--- src/rtl/pkey_pkg.sv ---
`timescale 1ns/1ps
package pkey_pkg;

    typedef enum logic [1:0] {
        ACC_FETCH = 2'd0,
        ACC_READ  = 2'd1,
        ACC_WRITE = 2'd2,
        ACC_WRALT = 2'd3
    } acc_e;

    typedef struct packed {
        logic valid;
        logic wdis;
        logic rdis;
        logic xdis;
    } perm_t;

    typedef struct packed {
        logic allow;
        logic perm_fault;
        logic miss_fault;
    } verdict_t;

    localparam verdict_t VERDICT_NONE = '{allow: 1'b0, perm_fault: 1'b0, miss_fault: 1'b0};

    // disable bit that governs the given access type
    function automatic logic veto_bit(perm_t p, acc_e a);
        logic b;
        case (a)
            ACC_FETCH: b = p.xdis;
            ACC_READ:  b = p.rdis;
            default:   b = p.wdis;
        endcase
        return b;
    endfunction

    function automatic verdict_t judge(logic en, logic hit, logic veto, logic page_ok);
        verdict_t v;
        v = VERDICT_NONE;
        if (!en) begin
            v.allow = page_ok;
        end else if (!hit) begin
            v.miss_fault = 1'b1;
        end else if (veto) begin
            v.perm_fault = 1'b1;
        end else begin
            v.allow = page_ok;
        end
        return v;
    endfunction

endpackage

--- src/rtl/pkey_entry_bank.sv ---
`timescale 1ns/1ps
module pkey_entry_bank
    import pkey_pkg::*;
#(
    parameter int NUM   = 16,
    parameter int KEY_W = 24,
    parameter int IDX_W = (NUM > 1) ? $clog2(NUM) : 1
) (
    input  logic                        clk,
    input  logic                        rst,
    input  logic                        clear_all,
    input  logic                        wr_en,
    input  logic [IDX_W-1:0]            wr_idx,
    input  perm_t                       wr_perm,
    input  logic [KEY_W-1:0]            wr_key,
    output perm_t [NUM-1:0]             perm_q,
    output logic  [NUM-1:0][KEY_W-1:0]  key_q
);

    for (genvar i = 0; i < NUM; i++) begin : g_ent
        logic sel;
        assign sel = wr_en && (wr_idx == IDX_W'(i));

        always_ff @(posedge clk) begin
            if (rst) begin
                perm_q[i] <= '0;
                key_q[i]  <= '0;
            end else begin
                if (sel) begin
                    perm_q[i] <= wr_perm;
                    key_q[i]  <= wr_key;
                end
                if (clear_all) begin
                    perm_q[i].valid <= 1'b0;
                end
            end
        end
    end

    logic [NUM-1:0] valid_vec;
    always_comb begin
        for (int i = 0; i < NUM; i++) valid_vec[i] = perm_q[i].valid;
    end


    clear_empties_chk: assert property (@(posedge clk) disable iff (rst)
        clear_all |=> ($countones(valid_vec) == 0));


    write_lands_chk: assert property (@(posedge clk) disable iff (rst)
        (wr_en && !clear_all && (int'(wr_idx) < NUM)) |=>
            (perm_q[$past(wr_idx)] == $past(wr_perm) && key_q[$past(wr_idx)] == $past(wr_key)));

endmodule

--- src/rtl/pkey_match.sv ---
`timescale 1ns/1ps
module pkey_match
    import pkey_pkg::*;
#(
    parameter int NUM   = 16,
    parameter int KEY_W = 24
) (
    input  perm_t [NUM-1:0]             perm_q,
    input  logic  [NUM-1:0][KEY_W-1:0]  key_q,
    input  logic  [KEY_W-1:0]           lk_key,
    output logic                        hit,
    output perm_t                       sel_perm
);

    logic [NUM-1:0] hit_vec;

    for (genvar i = 0; i < NUM; i++) begin : g_cmp
        assign hit_vec[i] = perm_q[i].valid && (key_q[i] == lk_key);
    end

    // lowest index wins: scan from the top so lower entries overwrite
    always_comb begin
        sel_perm = '0;
        for (int i = NUM - 1; i >= 0; i--) begin
            if (hit_vec[i]) sel_perm = perm_q[i];
        end
    end

    assign hit = |hit_vec;

endmodule

--- src/rtl/pkey_verdict.sv ---
`timescale 1ns/1ps
module pkey_verdict
    import pkey_pkg::*;
(
    input  logic        chk_enable,
    input  logic        hit,
    input  perm_t       sel_perm,
    input  logic [1:0]  acc,
    input  logic        page_ok,
    output verdict_t    verdict
);

    logic veto;

    always_comb begin
        veto    = veto_bit(sel_perm, acc_e'(acc));
        verdict = judge(chk_enable, hit, veto, page_ok);
    end

endmodule

--- src/rtl/pkey_check_cache.sv ---
`timescale 1ns/1ps
module pkey_check_cache
    import pkey_pkg::*;
#(
    parameter int NUM   = 16,
    parameter int KEY_W = 24,
    parameter int IDX_W = (NUM > 1) ? $clog2(NUM) : 1
) (
    input  logic              clk,
    input  logic              rst,
    input  logic              clear_all,
    input  logic              wr_en,
    input  logic [IDX_W-1:0]  wr_idx,
    input  logic              wr_valid,
    input  logic              wr_wdis,
    input  logic              wr_rdis,
    input  logic              wr_xdis,
    input  logic [KEY_W-1:0]  wr_key,
    input  logic              chk_enable,
    input  logic              lk_valid,
    input  logic [KEY_W-1:0]  lk_key,
    input  logic [1:0]        lk_acc,
    input  logic              lk_page_ok,
    output logic              res_valid,
    output logic              res_allow,
    output logic              res_perm_fault,
    output logic              res_miss_fault
);

    perm_t                      wr_perm;
    perm_t [NUM-1:0]            perm_q;
    logic  [NUM-1:0][KEY_W-1:0] key_q;
    logic                       hit;
    perm_t                      sel_perm;
    verdict_t                   verdict_d;
    verdict_t                   verdict_q;

    assign wr_perm = '{valid: wr_valid, wdis: wr_wdis, rdis: wr_rdis, xdis: wr_xdis};

    pkey_entry_bank #(.NUM(NUM), .KEY_W(KEY_W), .IDX_W(IDX_W)) u_bank (
        .clk       (clk),
        .rst       (rst),
        .clear_all (clear_all),
        .wr_en     (wr_en),
        .wr_idx    (wr_idx),
        .wr_perm   (wr_perm),
        .wr_key    (wr_key),
        .perm_q    (perm_q),
        .key_q     (key_q)
    );

    pkey_match #(.NUM(NUM), .KEY_W(KEY_W)) u_match (
        .perm_q   (perm_q),
        .key_q    (key_q),
        .lk_key   (lk_key),
        .hit      (hit),
        .sel_perm (sel_perm)
    );

    pkey_verdict u_verdict (
        .chk_enable (chk_enable),
        .hit        (hit),
        .sel_perm   (sel_perm),
        .acc        (lk_acc),
        .page_ok    (lk_page_ok),
        .verdict    (verdict_d)
    );

    always_ff @(posedge clk) begin
        if (rst) begin
            res_valid <= 1'b0;
            verdict_q <= VERDICT_NONE;
        end else begin
            res_valid <= lk_valid;
            verdict_q <= lk_valid ? verdict_d : VERDICT_NONE;
        end
    end

    assign res_allow      = verdict_q.allow;
    assign res_perm_fault = verdict_q.perm_fault;
    assign res_miss_fault = verdict_q.miss_fault;


    one_outcome_chk: assert property (@(posedge clk) disable iff (rst)
        $onehot0({res_allow, res_perm_fault, res_miss_fault}));


    result_follows_chk: assert property (@(posedge clk) disable iff (rst)
        lk_valid |=> res_valid);


    idle_quiet_chk: assert property (@(posedge clk) disable iff (rst)
        !lk_valid |=> (!res_valid && !res_allow && !res_perm_fault && !res_miss_fault));


    keys_off_chk: assert property (@(posedge clk) disable iff (rst)
        (lk_valid && !chk_enable) |=>
            (!res_perm_fault && !res_miss_fault && res_allow == $past(lk_page_ok)));

endmodule

--- config.mk ---
export PLATFORM = sky130hd
export DESIGN_NAME = pkey_check_cache
export DESIGN_NICKNAME = d
export VERILOG_FILES = /design/src/rtl/pkey_pkg.sv /design/src/rtl/pkey_entry_bank.sv /design/src/rtl/pkey_match.sv /design/src/rtl/pkey_verdict.sv /design/src/rtl/pkey_check_cache.sv
export SDC_FILE = /design/constraint.sdc
export NUM_CORES = 1
export LEC_CHECK = 0
export BUFFER_PORTS_ARGS = -buffer_cell sky130_fd_sc_hd__buf_2
export CORE_UTILIZATION = 30
export CTS_CLUSTER_DIAMETER = 60
export DETAILED_ROUTE_END_ITERATION = 12
export HOLD_SLACK_MARGIN = 0.1
export PLACE_DENSITY = 0.46
export SETUP_SLACK_MARGIN = 0.5
export SYNTH_ARGS = -nofsm -noshare
export SYNTH_HDL_FRONTEND = slang
export SYNTH_HIERARCHICAL = 1
export SYNTH_SLANG_ARGS = --single-unit
--- constraint.sdc ---
create_clock -name clk -period 2.7 [get_ports clk]
set_clock_uncertainty 0.05 [all_clocks]
set_input_delay 0.135 -clock clk [delete_from_list [all_inputs] [get_ports clk]]
set_output_delay 0.135 -clock clk [all_outputs]
set_load 0.005 [all_outputs]
==> key figures, run 1 <==
Run status
  – Status: finished, violations left
  – Failing checks: hold timing, setup timing

Routing
  – Post-DRT Antenna Nets: 0
  – 1st-pass router iterations: 4
  – # DRC: 0
  – Drt total wl: 78.8 mm
  – DRT iter0 DRCs: 808
  – Wirelength per Cell: 22.8 um
  – Vias: 16300
  – Via density: 4.73

Critical path
  – Worst path cell trace: xnor2_2, buf_4, nand4_1, nor4_4, buf_4, nand4_1, buf_6, mux2i_1, a221oi_2, o311ai_2, a211oi_2, o31ai_1, mux2_4, o2111a_1, and3b_2
  – Critical path class: flip-flop to flip-flop
  – Req. time, crit path: 3.15 ns
  – Critical Path Fanout Max: 3
  – Critical path's top delay family: compound AO/OA/AOI/OAI gates
  – CP startpoint kind: flip-flop
  – R2R Setup Slk: -0.58 ns
  – CP max stage delay: 0.33 ns
  – Slowest CP cell: dfxtp_2
  – Crit path DAT: 3.73 ns
  – WP buf/inv: 3
  – Critical Path End Type: flip-flop

STA
  – Worst-margin pin slew: 1.12 ns
  – Final Setup Violations: 3
  – Tmin final: 3.28 ns
  – Peak Freq: 305 MHz
  – RSZ-0062 raised after global routing: yes
  – Final Hold Viols: 2
  – Setup WS post-layout: -0.577 ns
  – Worst hold slack: -0.0398 ns
  – Final setup TNS: -1.16 ns
  – Max-slew violation count: 0
  – Period Utilization, post-route: 121%
  – Slew headroom: 25.5%

Synthesis
  – Cell area after synthesis: 22900 sq um
  – Post-synth net total: 2311
  – Ys Warns: 6
  – Synth Instances: 2246
  – Post-Syn Area per Cell: 10.2 sq um

CTS
  – Inserted Clock Buffers: 57
  – CTS tree: yes
  – H-Tree Depth: 2
  – CTS Buffer Depth: 3
  – Root Buffer: clkbuf_16
  – Clock Latency Late Sink: 0.62 ns
  – Cts hold-fix bufs: 34
  – Clk slew on worst S/H paths: 0.06 ns
  – Sink Count: 452

Pwr
  – Seq pwr share: 42.2%
  – Leak Pwr: 12.9 nW
  – Logic gate share of total power: 10.1%
  – Clock network fraction of total power: 47.8%
  – P_sw: 0.00410 W
  – Max VDD drop: 456 uV
  – Switching portion of total power: 25.4%
  – Internal power: 0.0121 W
  – Pwr per Cell Area: 581 nW/um^2

GRT
  – Vias in the first global route: 16800
  – Total GRT Usage: 20.1%
  – GR Overflow Total: 0
  – Largest net degree at the start of global routing: 162
  – Global-route wire length before repair: 115 mm
  – Initial antenna violation count: 1

Die
  – Chip width: 278 um
  – Initial Util: 30.5%
  – Die height: 278 um
  – Core box area: 74900 sq um
  – Row cnt: 100
  – I/O pins: 69
  – Die area: 77300 sq um

Place
  – Port bufs: 68
  – DP HPWL: 52.5 mm
  – RD Place Congestion: 0.838

Layout
  – Nets: 2501
  – Reg area: 9070 sq um
  – Area of the multi-input gates: 12800 sq um
  – # fillers: 7395
  – Layout cells sized above 1: 18.9%
  – Synth-to-layout area growth: 21.8%

Worst hold path
  – Worst min path class: input pin to flip-flop

Flow run
  – MaxCap Viol Count: 0
==> worst reg2reg max path, stage by stage (launching register included) <==
cell      delay [ns]
dfxtp_2         0.33
xnor2_2         0.12
buf_4           0.13
nand4_1         0.15
nor4_4          0.33
buf_4           0.16
nand4_1         0.10
buf_6           0.18
mux2i_1         0.13
a221oi_2        0.31
o311ai_2        0.13
a211oi_2        0.21
o31ai_1         0.10
mux2_4          0.29
o2111a_1        0.24
and3b_2         0.19
==> layout by cell type, fill, tap and decap left out, drive strengths merged, types with 41 or more instances in the layout <==
master,n
mux2i,449
dfxtp,452
xor2,150
xnor2,234
nand2,55
nor4,41
nand4,69
nand2b,461
buf,295
clkbuf,86
==> final timing paths <==
check / startpoint / to / cells after the start
min reg2reg: u_bank/perm_q[55] / u_bank/perm_q[55] / 2
min: lk_acc[1] / res_allow / 4
max: u_bank/key_q[345] / res_perm_fault / 15
max reg2reg: u_bank/key_q[345] / res_perm_fault / 15
==> power by group through the flow <==
stage / sequential, W / clock [W] / combinational, W
6_report: 0.00682 / 0.00773 / 0.00163
5_1_grt: 0.00682 / 0.00818 / 0.00171
4_1_cts: 0.00682 / 0.00791 / 0.00163
3_5_place_dp: 0.00696 / 0 / 0.00157
3_3_place_gp: 0.00696 / 0 / 0.00157
2_1_floorplan: 0.00695 / 0 / 0.000902
==> flip-flops by register name (all words and copies together), names as in the netlist <==
register	flops
u_bank/key_q	384
res_allow	1
res_miss_fault	1
res_perm_fault	1
res_valid	1
u_bank/perm_q	64
==> layer usage <==
metal | global-route usage [%] | vias up | share of wire [%]
li1 | - | 7813 | -
met3 | 2.43 | 109 | 3.7
met4 | 5.62 | 0 | 2.5
met1 | 27.2 | 8119 | 47
met5 | 0 | - | 0
met2 | 33.6 | 289 | 47
==> what timing repair did <==
item                       CTS  global route
hold endpoints to repair   452             2
resized for setup           41            18
buffers inserted             3             1
setup endpoints to repair    3             3
pin swaps                   26            20
==> final cells by class <==
class / instances / area share (%)
Sequential cell: 452 / 32.6
Timing Repair Buffer: 329 / 9.98
Clock inverter: 17 / 0.647
Inverter: 18 / 0.243
Antenna cell: 1 / 0.00899
Clock buffer: 86 / 6.10
Multi-Input combinational cell: 1578 / 46.1
Tap cell: 969 / 4.36
==> per-stage QoR <==
step | total power, W | cell area, sq um | utilization [%] | worst slack (ns) | instances
after global routing | 0.0167 | 27800 | 37.1 | -0.676 | 3449
final | 0.0162 | 27800 | 37.1 | -0.577 | 3450
after CTS | 0.0164 | 27700 | 37.0 | -0.636 | 3448
after global placement | 0.00853 | 25300 | 33.7 | -1.25 | 3308
after detailed placement | 0.00853 | 25300 | 33.7 | -1.22 | 3308
after floorplan | 0.00785 | 22900 | - | -0.00184 | 2246
Power figures use the tool's default switching activity.
==> inputs of run 2 (changes only) <==
--- a/config.mk
+++ b/config.mk
@@ -6,12 +6,14 @@
 export NUM_CORES = 1
 export LEC_CHECK = 0
 export BUFFER_PORTS_ARGS = -buffer_cell sky130_fd_sc_hd__buf_2
+export CORE_ASPECT_RATIO = 1.1
 export CORE_UTILIZATION = 30
 export CTS_CLUSTER_DIAMETER = 60
 export DETAILED_ROUTE_END_ITERATION = 12
 export HOLD_SLACK_MARGIN = 0.1
 export PLACE_DENSITY = 0.46
 export SETUP_SLACK_MARGIN = 0.5
+export SLEW_MARGIN = 15
 export SYNTH_ARGS = -nofsm -noshare
 export SYNTH_HDL_FRONTEND = slang
 export SYNTH_HIERARCHICAL = 1
==> run 2 against run 1 <==
Fmax rose by 2.5%. Worst hold slack improved by 0.27 ns. Largest cell class unchanged. Total power fell by 1.3%. Sequential power barely moved. The run ends with setup timing left. Core utilization fell by 0.17 points. Design area fell by 0.36%.
==> key figures, run 2 (same netlist as run 1, synthesis figures left out) <==
Die
  – Die area: 77300 sq um (about the same)
  – I/O pins: 69 (unchanged)
  – Core box area: 75000 sq um (was 74900 sq um)
  – Chip width: 265 um (was 278 um)
  – Row cnt: 105 (was 100)
  – Die height: 291 um (was 278 um)
  – Initial Util: 30.5% (about the same)

STA
  – Peak Freq: 313 MHz (was 305 MHz)
  – Period Utilization, post-route: 118% (was 121%)
  – Final Hold Viols: 0 (was 2)
  – Final setup TNS: -0.968 ns (was -1.16 ns)
  – Worst-margin pin slew: 0.958 ns (was 1.12 ns)
  – Worst hold slack: 0.226 ns (was -0.0398 ns)
  – Final Setup Violations: 2 (was 3)
  – Max-slew violation count: 0 (unchanged)
  – RSZ-0062 raised after global routing: yes (unchanged)
  – Tmin final: 3.20 ns (was 3.28 ns)
  – Slew headroom: 36.2% (was 25.5%)
  – Setup WS post-layout: -0.497 ns (was -0.577 ns)

Place
  – RD Place Congestion: 0.839 (was 0.838)
  – DP HPWL: 53.4 mm (was 52.5 mm)
  – Port bufs: 68 (unchanged)
  – Placed cells: 3366 (was 3308)

Critical path
  – Critical path class: flip-flop to flip-flop (unchanged)
  – CP most frequent cell: nand4_1
  – Critical Path Fanout Max: 6 (was 3)
  – Worst r2r dst: res_perm_fault (unchanged)
  – Worst path cell trace: xnor2_4, nand4_1, nor4_4, buf_4, nand4_1, buf_6, o21ai_1, o21a_1, a311oi_2, o31ai_2, a221oi_2, mux2_4, o2111a_1, and3b_2 (was xnor2_2, buf_4, nand4_1, nor4_4, buf_4, nand4_1, buf_6, mux2i_1, a221oi_2, o311ai_2, a211oi_2, o31ai_1, mux2_4, o2111a_1, and3b_2)
  – Critical Path End Type: flip-flop (unchanged)
  – CP startpoint kind: flip-flop (unchanged)
  – Req. time, crit path: 3.14 ns (was 3.15 ns)
  – Crit path DAT: 3.64 ns (was 3.73 ns)
  – R2R Setup Slk: -0.50 ns (was -0.58 ns)
  – RR Startpoint: u_bank/key_q[209] (was u_bank/key_q[345])
  – CP max stage delay: 0.36 ns (was 0.33 ns)
  – FF-to-FF path depth: 14 (was 15)
  – Slowest CP cell: dfxtp_4 (was dfxtp_2)

Layout
  – Commonest cells after routing, fill and taps aside: 461 x nand2b_1, 449 x mux2i_1, 443 x dfxtp_1 (was 461 x nand2b_1, 449 x mux2i_1, 440 x dfxtp_1)
  – Layout cells sized above 1: 18.5% (was 18.9%)
  – Layout Cells excl Fill: 3496 (was 3450)
  – # fillers: 7531 (was 7395)
  – Register bank with the most flops: u_bank/key_q (unchanged)
  – Synth-to-layout area growth: 21.3% (was 21.8%)
  – Core Util, Final: 37.0% (was 37.1%)
  – Most common cell after layout, fill and taps aside: nand2b_1 (unchanged)
  – Max FFs per register: 384 (unchanged)
  – Nets: 2504 (was 2501)
  – Biggest regs: u_bank/key_q x384, u_bank/perm_q x64 (unchanged)

CTS
  – Inserted Clock Buffers: 52 (was 57)
  – Clk slew on worst S/H paths: 0.06 ns (about the same)
  – Root Buffer: clkbuf_16 (unchanged)
  – CTS tree: yes (unchanged)
  – Clock Latency Late Sink: 0.61 ns (was 0.62 ns)
  – H-Tree Depth: 2 (unchanged)
  – Sink Count: 452 (unchanged)
  – CTS Buffer Depth: 3 (unchanged)
  – Post-CTS setup buffers: 0 (was 3)

Worst hold path
  – Worst hold start: wr_idx[2] (was lk_acc[1])
  – Worst min path class: input pin to flip-flop (unchanged)
  – Hold Crit Endpoint: u_bank/key_q[49] (was res_allow)
  – Worst hold stages: 4 (unchanged)

GRT
  – Largest net degree at the start of global routing: 85 (was 162)
  – Vias in the first global route: 16900 (was 16800)
  – Initial antenna violation count: 1 (unchanged)
  – GR Overflow Total: 0 (unchanged)
  – Total GRT Usage: 21.1% (was 20.1%)
  – Global-route wire length before repair: 119 mm (was 115 mm)

Pwr
  – Max VDD drop: 447 uV (was 456 uV)
  – Pwr per Cell Area: 576 nW/um^2 (was 581 nW/um^2)
  – Pwr Total: 0.0160 W (was 0.0162 W)
  – Leak Pwr: 12.8 nW (was 12.9 nW)

Routing
  – # DRC: 0 (unchanged)
  – Via density: 4.67 (was 4.73)
  – Post-DRT Antenna Nets: 0 (unchanged)
  – Wirelength per Cell: 23.3 um (was 22.8 um)
  – Drt total wl: 81.5 mm (was 78.8 mm)
  – DRT iter0 DRCs: 1006 (was 808)
  – Vias: 16300 (about the same)
  – 1st-pass router iterations: 5 (was 4)

Run status
  – Status: finished, violations left (unchanged)
  – Failing checks: setup timing (was hold timing, setup timing)

Flow run
  – MaxCap Viol Count: 0 (unchanged)
==> run 2: cell types whose count changed in the layout (fill, tap and decap cells not counted), sizes merged <==
cell,change
clkinv,-2
clkinvlp,+3
buf,+7
bufinv,+3
clkbuf,-10
inv,-3
dlygate4sd3,+1
==> run 2: critical path: cells and delay by family (launching register included) <==
family                    cells  cell delay, ns
and+or+nand+nor               4            0.91
AOI/OAI and AO/OA             6            0.87
buffers and inverters         2            0.42
xor gates and xnor gates      1            0.20
muxes                         1            0.28
DFF                           1            0.36
==> run 2: worst max-delay path by stage <==
stage	startpoint	end	slack, ns	cells after the start
detailed placement	lk_key[16]	res_perm_fault	-1.00	16
CTS	u_bank/key_q[353]	res_allow	-0.48	14
floorplan	u_bank/key_q[344]	res_allow	-0.002	12
global placement	lk_key[16]	res_allow	-0.99	17
finish	u_bank/key_q[209]	res_perm_fault	-0.50	14
global route	u_bank/key_q[282]	res_perm_fault	-0.65	13
==> run 2: layout make-up <==
class	instances	area (sq um)	share of cell area [%]
clock buffers	76	1530	5.53
well taps	1016	1270	4.58
clock inverters	18	262	0.943
flip-flops and latches	452	9060	32.7
repair buffers	337	2790	10.1
diodes	1	2.50	0.00902
inverters	18	67.6	0.244
multi-input cells	1578	12700	46.0
==> run 2: power breakdown <==
| group | internal (W) | switching [W] | total (W) |
|---|---|---|---|
| Combinational | 0.000703 | 0.000938 | 0.00164 |
| Clock | 0.00450 | 0.00301 | 0.00751 |
| Sequential | 0.00676 | 0.0000567 | 0.00681 |
| Total | 0.0120 | 0.00400 | 0.0160 |
==> run 2: metal layers <==
layer  share of wire, %  track usage, %  up-vias
li1                   -               -     7826
met1                 44            26.6     8133
met2                 50            37.4      274
met3                3.0            2.06      103
met4                2.9            6.39        0
met5                  0               0        -
==> run 2: per-stage QoR <==
stage | setup WS, ns | area (sq um)
2_1_floorplan | -0.00184 | 22900
5_1_grt | -0.652 | 27700
6_report | -0.497 | 27700
4_1_cts | -0.481 | 27700
3_3_place_gp | -0.992 | 25400
3_5_place_dp | -1.00 | 25400
==> run 2: what timing repair did <==
| action | 4_1_cts | 5_1_grt |
|---|---|---|
| endpoints found under the hold margin | 424 | 0 |
| pin swaps | 13 | 6 |
| endpoints found under the setup margin | 3 | 3 |
| hold buffers | 35 | 0 |
| gates resized for setup | 29 | 10 |
